### src/rtl/thy_fire_pkg.sv
package thy_fire_pkg;
    localparam int NUM_GATES = 2;
    localparam int GATE_FWD  = 0;
    localparam int GATE_REV  = 1;
endpackage

### src/rtl/thy_zc_detect.sv
module thy_zc_detect #(
    parameter int STABLE_N = 2
) (
    input  logic clk,
    input  logic rst_n,
    input  logic strobe,
    input  logic sign_in,
    output logic rise
);
    localparam int CW = (STABLE_N < 2) ? 1 : $clog2(STABLE_N + 1);

    typedef struct packed {
        logic          acc;
        logic [CW-1:0] run;
    } zc_t;

    zc_t st_d, st_q;

    always_comb begin
        st_d = st_q;
        rise = 1'b0;
        if (strobe) begin
            if (sign_in == st_q.acc) begin
                st_d.run = '0;
            end else if (st_q.run == CW'(STABLE_N - 1)) begin
                st_d.acc = sign_in;
                st_d.run = '0;
                rise     = sign_in;
            end else begin
                st_d.run = st_q.run + 1'b1;
            end
        end
    end

    always_ff @(posedge clk or negedge rst_n) begin
        if (!rst_n) begin
            st_q.acc <= 1'b1;
            st_q.run <= '0;
        end else begin
            st_q <= st_d;
        end
    end
endmodule

### src/rtl/thy_phase_ramp.sv
module thy_phase_ramp #(
    parameter int PH_W = 16,
    parameter int FULL = 23040,
    parameter int STEP = 1
) (
    input  logic            clk,
    input  logic            rst_n,
    input  logic            strobe,
    input  logic            rise,
    input  logic [PH_W-1:0] alpha_in,
    output logic [PH_W-1:0] phase,
    output logic [1:0]      fire
);
    localparam int HALF = FULL / 2;
    localparam logic [PH_W:0] FULL_X = (PH_W+1)'(FULL);
    localparam logic [PH_W:0] HALF_X = (PH_W+1)'(HALF);
    localparam logic [PH_W:0] STEP_X = (PH_W+1)'(STEP);
    localparam logic [PH_W-1:0] TOP_A = PH_W'(FULL - 1);

    typedef struct packed {
        logic [PH_W-1:0] phase;
        logic [PH_W-1:0] alpha;
        logic            fwd_pend;
        logic            rev_arm;
        logic [PH_W-1:0] rev_tgt;
        logic            carry_v;
        logic [PH_W-1:0] carry_tgt;
    } ramp_t;

    ramp_t st_d, st_q;

    logic [PH_W-1:0] a_clamp;
    logic [PH_W:0]   rev_sum;
    logic [PH_W:0]   ph_next;

    always_comb begin
        a_clamp = (alpha_in > TOP_A) ? TOP_A : alpha_in;
        rev_sum = {1'b0, a_clamp} + HALF_X;
        ph_next = {1'b0, st_q.phase} + STEP_X;
        st_d    = st_q;
        fire    = 2'b00;
        if (strobe) begin
            if (rise) begin
                st_d.phase    = '0;
                st_d.alpha    = a_clamp;
                st_d.fwd_pend = 1'b1;
                if (st_q.carry_v) begin
                    st_d.rev_arm = 1'b1;
                    st_d.rev_tgt = st_q.carry_tgt;
                end else if (rev_sum < FULL_X) begin
                    st_d.rev_arm = 1'b1;
                    st_d.rev_tgt = PH_W'(rev_sum);
                end else begin
                    st_d.rev_arm = 1'b0;
                end
                st_d.carry_v   = (rev_sum >= FULL_X);
                st_d.carry_tgt = PH_W'(rev_sum - FULL_X);
            end else begin
                st_d.phase = (ph_next > FULL_X) ? PH_W'(FULL) : PH_W'(ph_next);
                if (st_q.fwd_pend && (st_q.phase >= st_q.alpha)) begin
                    fire[0]       = 1'b1;
                    st_d.fwd_pend = 1'b0;
                end
                if (st_q.rev_arm && (st_q.phase >= st_q.rev_tgt)) begin
                    fire[1]      = 1'b1;
                    st_d.rev_arm = 1'b0;
                end
            end
        end
    end

    always_ff @(posedge clk or negedge rst_n) begin
        if (!rst_n) begin
            st_q.phase     <= PH_W'(FULL);
            st_q.alpha     <= '0;
            st_q.fwd_pend  <= 1'b0;
            st_q.rev_arm   <= 1'b0;
            st_q.rev_tgt   <= '0;
            st_q.carry_v   <= 1'b0;
            st_q.carry_tgt <= '0;
        end else begin
            st_q <= st_d;
        end
    end

    assign phase = st_q.phase;
endmodule

### src/rtl/thy_gate_pulse.sv
module thy_gate_pulse #(
    parameter int PW_SAMPLES = 1382
) (
    input  logic clk,
    input  logic rst_n,
    input  logic strobe,
    input  logic fire,
    output logic active
);
    localparam int CW = $clog2(PW_SAMPLES + 1);

    logic [CW-1:0] cnt_d, cnt_q;

    always_comb begin
        cnt_d = cnt_q;
        if (strobe) begin
            if (fire) begin
                cnt_d = CW'(PW_SAMPLES);
            end else if (cnt_q != '0) begin
                cnt_d = cnt_q - 1'b1;
            end
        end
    end

    always_ff @(posedge clk or negedge rst_n) begin
        if (!rst_n) cnt_q <= '0;
        else        cnt_q <= cnt_d;
    end

    assign active = (cnt_q != '0);
endmodule

### src/rtl/thy_fire_gen.sv
module thy_fire_gen
    import thy_fire_pkg::*;
#(
    parameter int PH_W       = 16,
    parameter int FULL       = 23040,
    parameter int SAMPLE_HZ  = 1382400,
    parameter int LINE_HZ    = 60,
    parameter int STEP       = FULL * LINE_HZ / SAMPLE_HZ,
    parameter int PW_SAMPLES = SAMPLE_HZ / 1000,
    parameter int STABLE_N   = 2
) (
    input  logic            clk,
    input  logic            rst_n,
    input  logic            strobe,
    input  logic            sign_in,
    input  logic [PH_W-1:0] alpha_in,
    input  logic            block,
    input  logic            bypass,
    output logic            gate_fwd,
    output logic            gate_rev,
    output logic [PH_W-1:0] phase
);
    logic                 rise;
    logic [1:0]           fire;
    logic [NUM_GATES-1:0] raw;

    thy_zc_detect #(.STABLE_N(STABLE_N)) u_zc (
        .clk(clk), .rst_n(rst_n), .strobe(strobe),
        .sign_in(sign_in), .rise(rise)
    );

    thy_phase_ramp #(.PH_W(PH_W), .FULL(FULL), .STEP(STEP)) u_ramp (
        .clk(clk), .rst_n(rst_n), .strobe(strobe), .rise(rise),
        .alpha_in(alpha_in), .phase(phase), .fire(fire)
    );

    for (genvar g = 0; g < NUM_GATES; g++) begin : g_pulse
        thy_gate_pulse #(.PW_SAMPLES(PW_SAMPLES)) u_pw (
            .clk(clk), .rst_n(rst_n), .strobe(strobe),
            .fire(fire[g]), .active(raw[g])
        );
    end

    assign gate_fwd = !block && (bypass || raw[GATE_FWD]);
    assign gate_rev = !block && (bypass || raw[GATE_REV]);
endmodule

### config.mk
export PLATFORM = sky130hd
export DESIGN_NAME = thy_fire_gen
export DESIGN_NICKNAME = d
export VERILOG_FILES = /design/src/rtl/thy_fire_pkg.sv /design/src/rtl/thy_zc_detect.sv /design/src/rtl/thy_phase_ramp.sv /design/src/rtl/thy_gate_pulse.sv /design/src/rtl/thy_fire_gen.sv
export SDC_FILE = /design/constraint.sdc
export NUM_CORES = 1
export LEC_CHECK = 0
export BUFFER_PORTS_ARGS = -buffer_cell sky130_fd_sc_hd__buf_2
export CAP_MARGIN = 25
export CELL_PAD_IN_SITES_DETAIL_PLACEMENT = 1
export CELL_PAD_IN_SITES_GLOBAL_PLACEMENT = 2
export CORE_MARGIN = 2
export CORE_UTILIZATION = 38
export CTS_CLUSTER_DIAMETER = 60
export DETAILED_ROUTE_END_ITERATION = 16
export PLACE_DENSITY_LB_ADDON = 0.1
export SETUP_SLACK_MARGIN = 0.05
export SLEW_MARGIN = 5
export SYNTH_ARGS = -nofsm -noshare
export SYNTH_HDL_FRONTEND = slang
export SYNTH_HIERARCHICAL = 1
export SYNTH_SLANG_ARGS = --single-unit
### constraint.sdc
create_clock -name clk -period 2.9 [get_ports clk]
set_input_delay 0.29 -clock clk [delete_from_list [all_inputs] [get_ports clk]]
set_output_delay 0.29 -clock clk [all_outputs]
set_load 0.05 [all_outputs]
Yosys cells after proc, flatten, opt, wreduce, memory -nomap -nowiden:

Index checks and enable logic that the tools add are counted.

* flip-flop bits (word level): 92
* output and inout bits: 18
* word-level logic and storage cells: 69

* $add $sub $neg: 6
* order comparisons: 6
* eq/ne operators: 2
* multiplexer cells: 22
* bitwise logic cells: 1
* reduce and logical (&&, ||, !) cells: 21

Operators with widths (count)
* $mux 16: 4
* $mux 11: 4
* $ge 16x16->1: 2
* $reduce_bool 11->1: 2
* $sub 11x1->11 const B: 2
* $add 16x1->17 const B: 1
* $add 16x14->17 const B: 1
* $ge 17x15->1 const B: 1
* $gt 17x15->1 const B: 1
* $lt 17x15->1 const B: 1
* $mux 17: 1
* $gt 16x15->1 const B: 1
* $sub 16x15->16 const B: 1
* $mux 2: 5
* $reduce_and 2->1: 5
* $reduce_bool 2->1: 5
* $mux 1: 8
* $reduce_and 3->1: 2
* $logic_and 1x1->1: 4
* $add 2x1->2 const B: 1
* $eq 2x1->1 const B: 1
* $logic_or 1x1->1: 2
* $eq 1x1->1: 1
* $logic_not 1->1: 1
* $not 1->1: 1

Depth between registers and ports, before layout:

* depth in word-level cells: 8
* depth in mapped cells: 15
* mapped depth without buffers: 13

By module:

Netlist, hierarchy kept.

Modules (own cells, without submodules)
* thy_phase_ramp: times used 1, cells each 482, area each 4166.5 um^2
* thy_gate_pulse: times used 2, cells each 66, area each 650.6 um^2
* thy_zc_detect: times used 1, cells each 13, area each 150.1 um^2
* thy_fire_gen: times used 1, cells each 2, area each 20.0 um^2

Worst setup path after synthesis:

Ideal clock, no wire load.

* path type: input port to flip-flop
* start: in alpha_in[14]
* end: reg u_ramp/st_q[30] (netlist bit)
* setup time: 137 ps
* arrival time: 2859 ps
* required time: 2763 ps
* slack: -96 ps
* stages: 14
* cell sequence: clkbuf_1 -> a21o_1 -> nor2b_1 -> nand2b_1 -> ha_1 -> xnor2_1 -> ha_1 -> inv_1 -> o211a_1 -> o31a_4 -> nand2b_4 -> buf_6 -> a32oi_2 -> a21oi_1

* cells in the longest elaborated chain, start to end: 6

RTL lines
* start: declaration: line thy_fire_gen.sv:16 `input logic [PH_W-1:0] alpha_in,`
* $gt 16x15->1 (*): line thy_phase_ramp.sv:37 `a_clamp = (alpha_in > TOP_A) ? TOP_A : alpha_in;`
* $mux 16 (*): line thy_phase_ramp.sv:37
* named net u_ramp.a_clamp[8]: line thy_phase_ramp.sv:32 `logic [PH_W-1:0] a_clamp;`
* $add 16x14->17 (*): line thy_phase_ramp.sv:38 `rev_sum = {1'b0, a_clamp} + HALF_X;`
* $lt 17x15->1: line thy_phase_ramp.sv:50 `end else if (rev_sum < FULL_X) begin`
* $reduce_bool 2->1 (no line)
* $reduce_and 3->1 (no line)
* end signal: assignment: line thy_phase_ramp.sv:82 `st_q <= st_d;`
* end: declaration: line thy_phase_ramp.sv:30 `ramp_t st_d, st_q;`

The timed path passes the listed nets; every way through them passes the cells marked *. The select of a mux whose other input is x is not followed.
A chain may end at the register's enable or synchronous reset.

Final worst setup path:

* start: reg u_ramp/st_q[35] (netlist bit)
* end: reg g_pulse[0].u_pw.cnt_q[0]

* cells in the longest elaborated chain, start to end: 7

RTL lines
* $ge 16x16->1 (*): line thy_phase_ramp.sv:60 `if (st_q.fwd_pend && (st_q.phase >= st_q.alpha)) begin`
* $logic_and 1x1->1 (*): line thy_phase_ramp.sv:60
* $mux 1 (*): line thy_phase_ramp.sv:60
* $mux 2 (*): line thy_phase_ramp.sv:43 `if (rise) begin`
* $mux 2 (*): line thy_phase_ramp.sv:42 `if (strobe) begin`
* named net fire[0]: line thy_fire_gen.sv:24 `logic [1:0] fire;`
* $reduce_bool 2->1 (no line)
* $reduce_and 2->1 (no line)
* end signal: assignment: line thy_gate_pulse.sv:27 `else cnt_q <= cnt_d;`
* end: declaration: line thy_gate_pulse.sv:12 `logic [CW-1:0] cnt_d, cnt_q;`

The timed path passes the listed nets; every way through them passes the cells marked *.

==> impl_results.md <==
* Finished Cell Area at 0.00656 sq mm
* Post-synth EDFFs at 0
* Num CTS Buffers at 9
* WL/cell at 19.5 microns
* Die X at 126 microns
* Clock sink count at 84
* 1st-iter DRT viols at 253
* Most frequent cells in the layout: 77 x dfrtp_1, 54 x inv_1, 52 x buf_4, 51 x o21ai_0
* Seq pwr share at 0.332
* Netlist cell types at 71
* Largest net degree at the start of global routing at 53
* Synthesized area at 0.00564 sq mm
* Residual DRC count at 0
* Synth Instances at 629
* Initial antenna violation count at 0
* Register area share after synthesis at 0.374
* Commonest non-fill, non-tap cell in the layout: dfrtp_1
* Worst Skew at 0.00724 ns
* Sw Pwr at 0.00285 W
* Clock buffer depth at 2
* Root buf cell: clkbuf_16
* CP Data Arrival Time at 2.97 ns
* Vias in the first global route at 5272
* Synth area leaders: dfrtp_1 35%, ha_1 8.7%, o21ai_0 4.6%
* Pwr Density at 1000 mW/mm^2
* CTS tree: done
* Startpoint types: register
* Async SR Flop Fraction at 1.00
* YS warnings at 6
* # setup viols final at 0
* Final-report max-slew violation count at 0
* Int Pwr at 0.00373 W
* Die area at 0.0158 sq mm
* Sw Ratio at 0.434
* Area Growth Syn to Fin at 16.3%
* F_max at 366 MHz
* Multi-input gate area at 0.00310 sq mm
* Slew @ Worst Pin at 0.751 ns
* Worst min path class: in2async
* Status: finished, final reports clean
* P_leak at 3.02 nW
* Placed Area at 0.00621 sq mm
* Postcts setup bufs at 0
* Register bit total from synthesis at 84
* Period utilization at 0.943
* GRT met2 Usage at 0.371
* Hold violation count in the final report at 0
* Synth area leader: dfrtp_1
* Final Instance Count excl. Fillers at 876
* Clk_lat worst skew at 0.35 ns
* Syn avg cell area at 8.96 sq um
* Worst EP required at 3.14 ns
* Total number of vias at 5131
* WHS at 0.0106 ns
* Unrepaired setup endpoints after global routing: false
* Area occupied by registers at 0.00211 sq mm
* Crit-path max FO at 4
* Yosys top cell area share at 0.351
* Row count at 44
* Routed WL at 17100 microns
* # placed instances at 860
* Nets at 748
* Peak-usage layer in the global routing report: met2
* Fillers at 1702
* Starting Density at 0.388
* Setup TNS at 0 ns
* First-pass GRT wire length at 28400 microns
* GR Util met3 at 0.0314
* ANT nets after route at 0
* Critical Setup Path Class: reg2reg
* IO Port Bufs at 39
* Maximum VDD drop at 0.388 mV
* Hold Buf Count CTS at 0
* Min Tclk post-route at 2.73 ns
* Global route total overflow at 0
* Vias per cell at 5.86
* Die height at 126 microns
* H-tree lvl count at 3
* Top_reg_cell synth: dfrtp_1
* Synth Net Count at 690
* Core footprint at 0.0145 sq mm
* Total Routing Usage GR at 0.223
* Slew HR at 0.499
* Io pins at 40
* R2R Setup Slk at 0.17 ns
* CP endpoint kind: register
* GP Congestion at 0.817
* Clock Power Share at 0.191
* Detail Placement HPWL at 12500 microns
* ANT cells at 0
* Combinational share of power at 0.477
* Clk slew on worst S/H paths at 0.07 ns
* TritonRoute pass-1 iters at 4
* Fraction of layout cells with a size suffix above 1 at 0.207
* Met1 usage at 0.306
* Max-cap viol count at 0
[registers in the layout (all words and copies together), names as in the netlist]
register,count
u_ramp/phase,16
u_ramp/st_q,43
u_zc/st_q,3
g_pulse.u_pw/cnt_q,22
[worst max-delay path, cell delays in order, from the launching register on]
cell      delay, ns
dfrtp_1        0.43
ha_1           0.29
nand2b_1       0.11
a21o_1         0.14
a21oi_2        0.07
o21ai_1        0.18
a41oi_2        0.12
buf_4          0.16
o211ai_1       0.25
and2_4         0.23
nand2b_1       0.14
a41oi_1        0.06
buf_4          0.19
mux2_2         0.26
[cell usage after synthesis, drive strengths merged (5+ instances only)]
cell,count
buf,29
xor2,7
a22o,6
ha,39
o41ai,6
or4,8
dfstp,5
nor3,23
nand2,38
dfrtp,79
clkbuf,15
a211oi,5
a21oi,36
nand4,11
o21ai,52
nor4,7
and3,6
nand2b,17
a31oi,10
o31ai,9
nand3,8
a21o,13
nor2,38
or3,5
o2111ai,6
o22ai,18
inv,55
o211ai,9
[final cells by class]
cell class                 count  area share
tap                          184      0.0351
sequential                    84       0.322
multi-input combinational    446       0.473
inverter                      55      0.0315
timing repair buffer          91      0.0916
clock buffer                  12      0.0361
clock inverter                 4      0.0113
[routing by layer]
metal | part of all wire | vias up
met1 | 0.48 | 2607
met5 | 0 | -
met3 | 0.025 | 14
li1 | - | 2433
met4 | 0.012 | 0
met2 | 0.48 | 77
[repair_timing]
item | CTS | global route
setup endpoints to repair | 5 | 15
pin swaps | 1 | 2
resized for setup | 5 | 9
[power by group through the flow]
stage | logic, W | clock network [W] | registers, W
after global placement | 0.00295 | 0 | 0.00216
after global routing | 0.00352 | 0.00133 | 0.00226
after CTS | 0.00312 | 0.00128 | 0.00218
after detailed placement | 0.00305 | 0 | 0.00220
final | 0.00314 | 0.00125 | 0.00219
after floorplan | 0.00225 | 0 | 0.00202
[cell families after synthesis]
logic type      synth area share
simple gates               0.178
buf+inv                   0.0857
fa+ha+maj                 0.0866
mux                       0.0138
flops                      0.374
xor+xnor                  0.0171
compound gates             0.245
[worst paths after layout]
| path | to | start | cells past startpoint |
|---|---|---|---|
| min in group clk | u_zc/st_q[2] | sign_in | 2 |
| min | g_pulse[1].u_pw/cnt_q[7] | rst_n | 1 |
| max reg2reg | g_pulse[0].u_pw/cnt_q[0] | u_ramp/st_q[35] | 13 |
| min reg2reg | u_ramp/st_q[9] | u_ramp/st_q[9] | 2 |
| max | g_pulse[0].u_pw/cnt_q[0] | u_ramp/st_q[35] | 13 |
| max in group asynchronous | u_ramp/phase[9] | rst_n | 2 |
[stage by stage]
stage	utilization	worst slack, ns	total power [W]
floorplan	-	0.0963	0.00427
global placement	0.427	-0.0262	0.00512
detailed placement	0.427	-0.0759	0.00525
CTS	0.449	0.0740	0.00658
global route	0.451	0.0432	0.00711
finish	0.451	0.166	0.00658
Note: power is estimated with default switching activity, not from simulation.
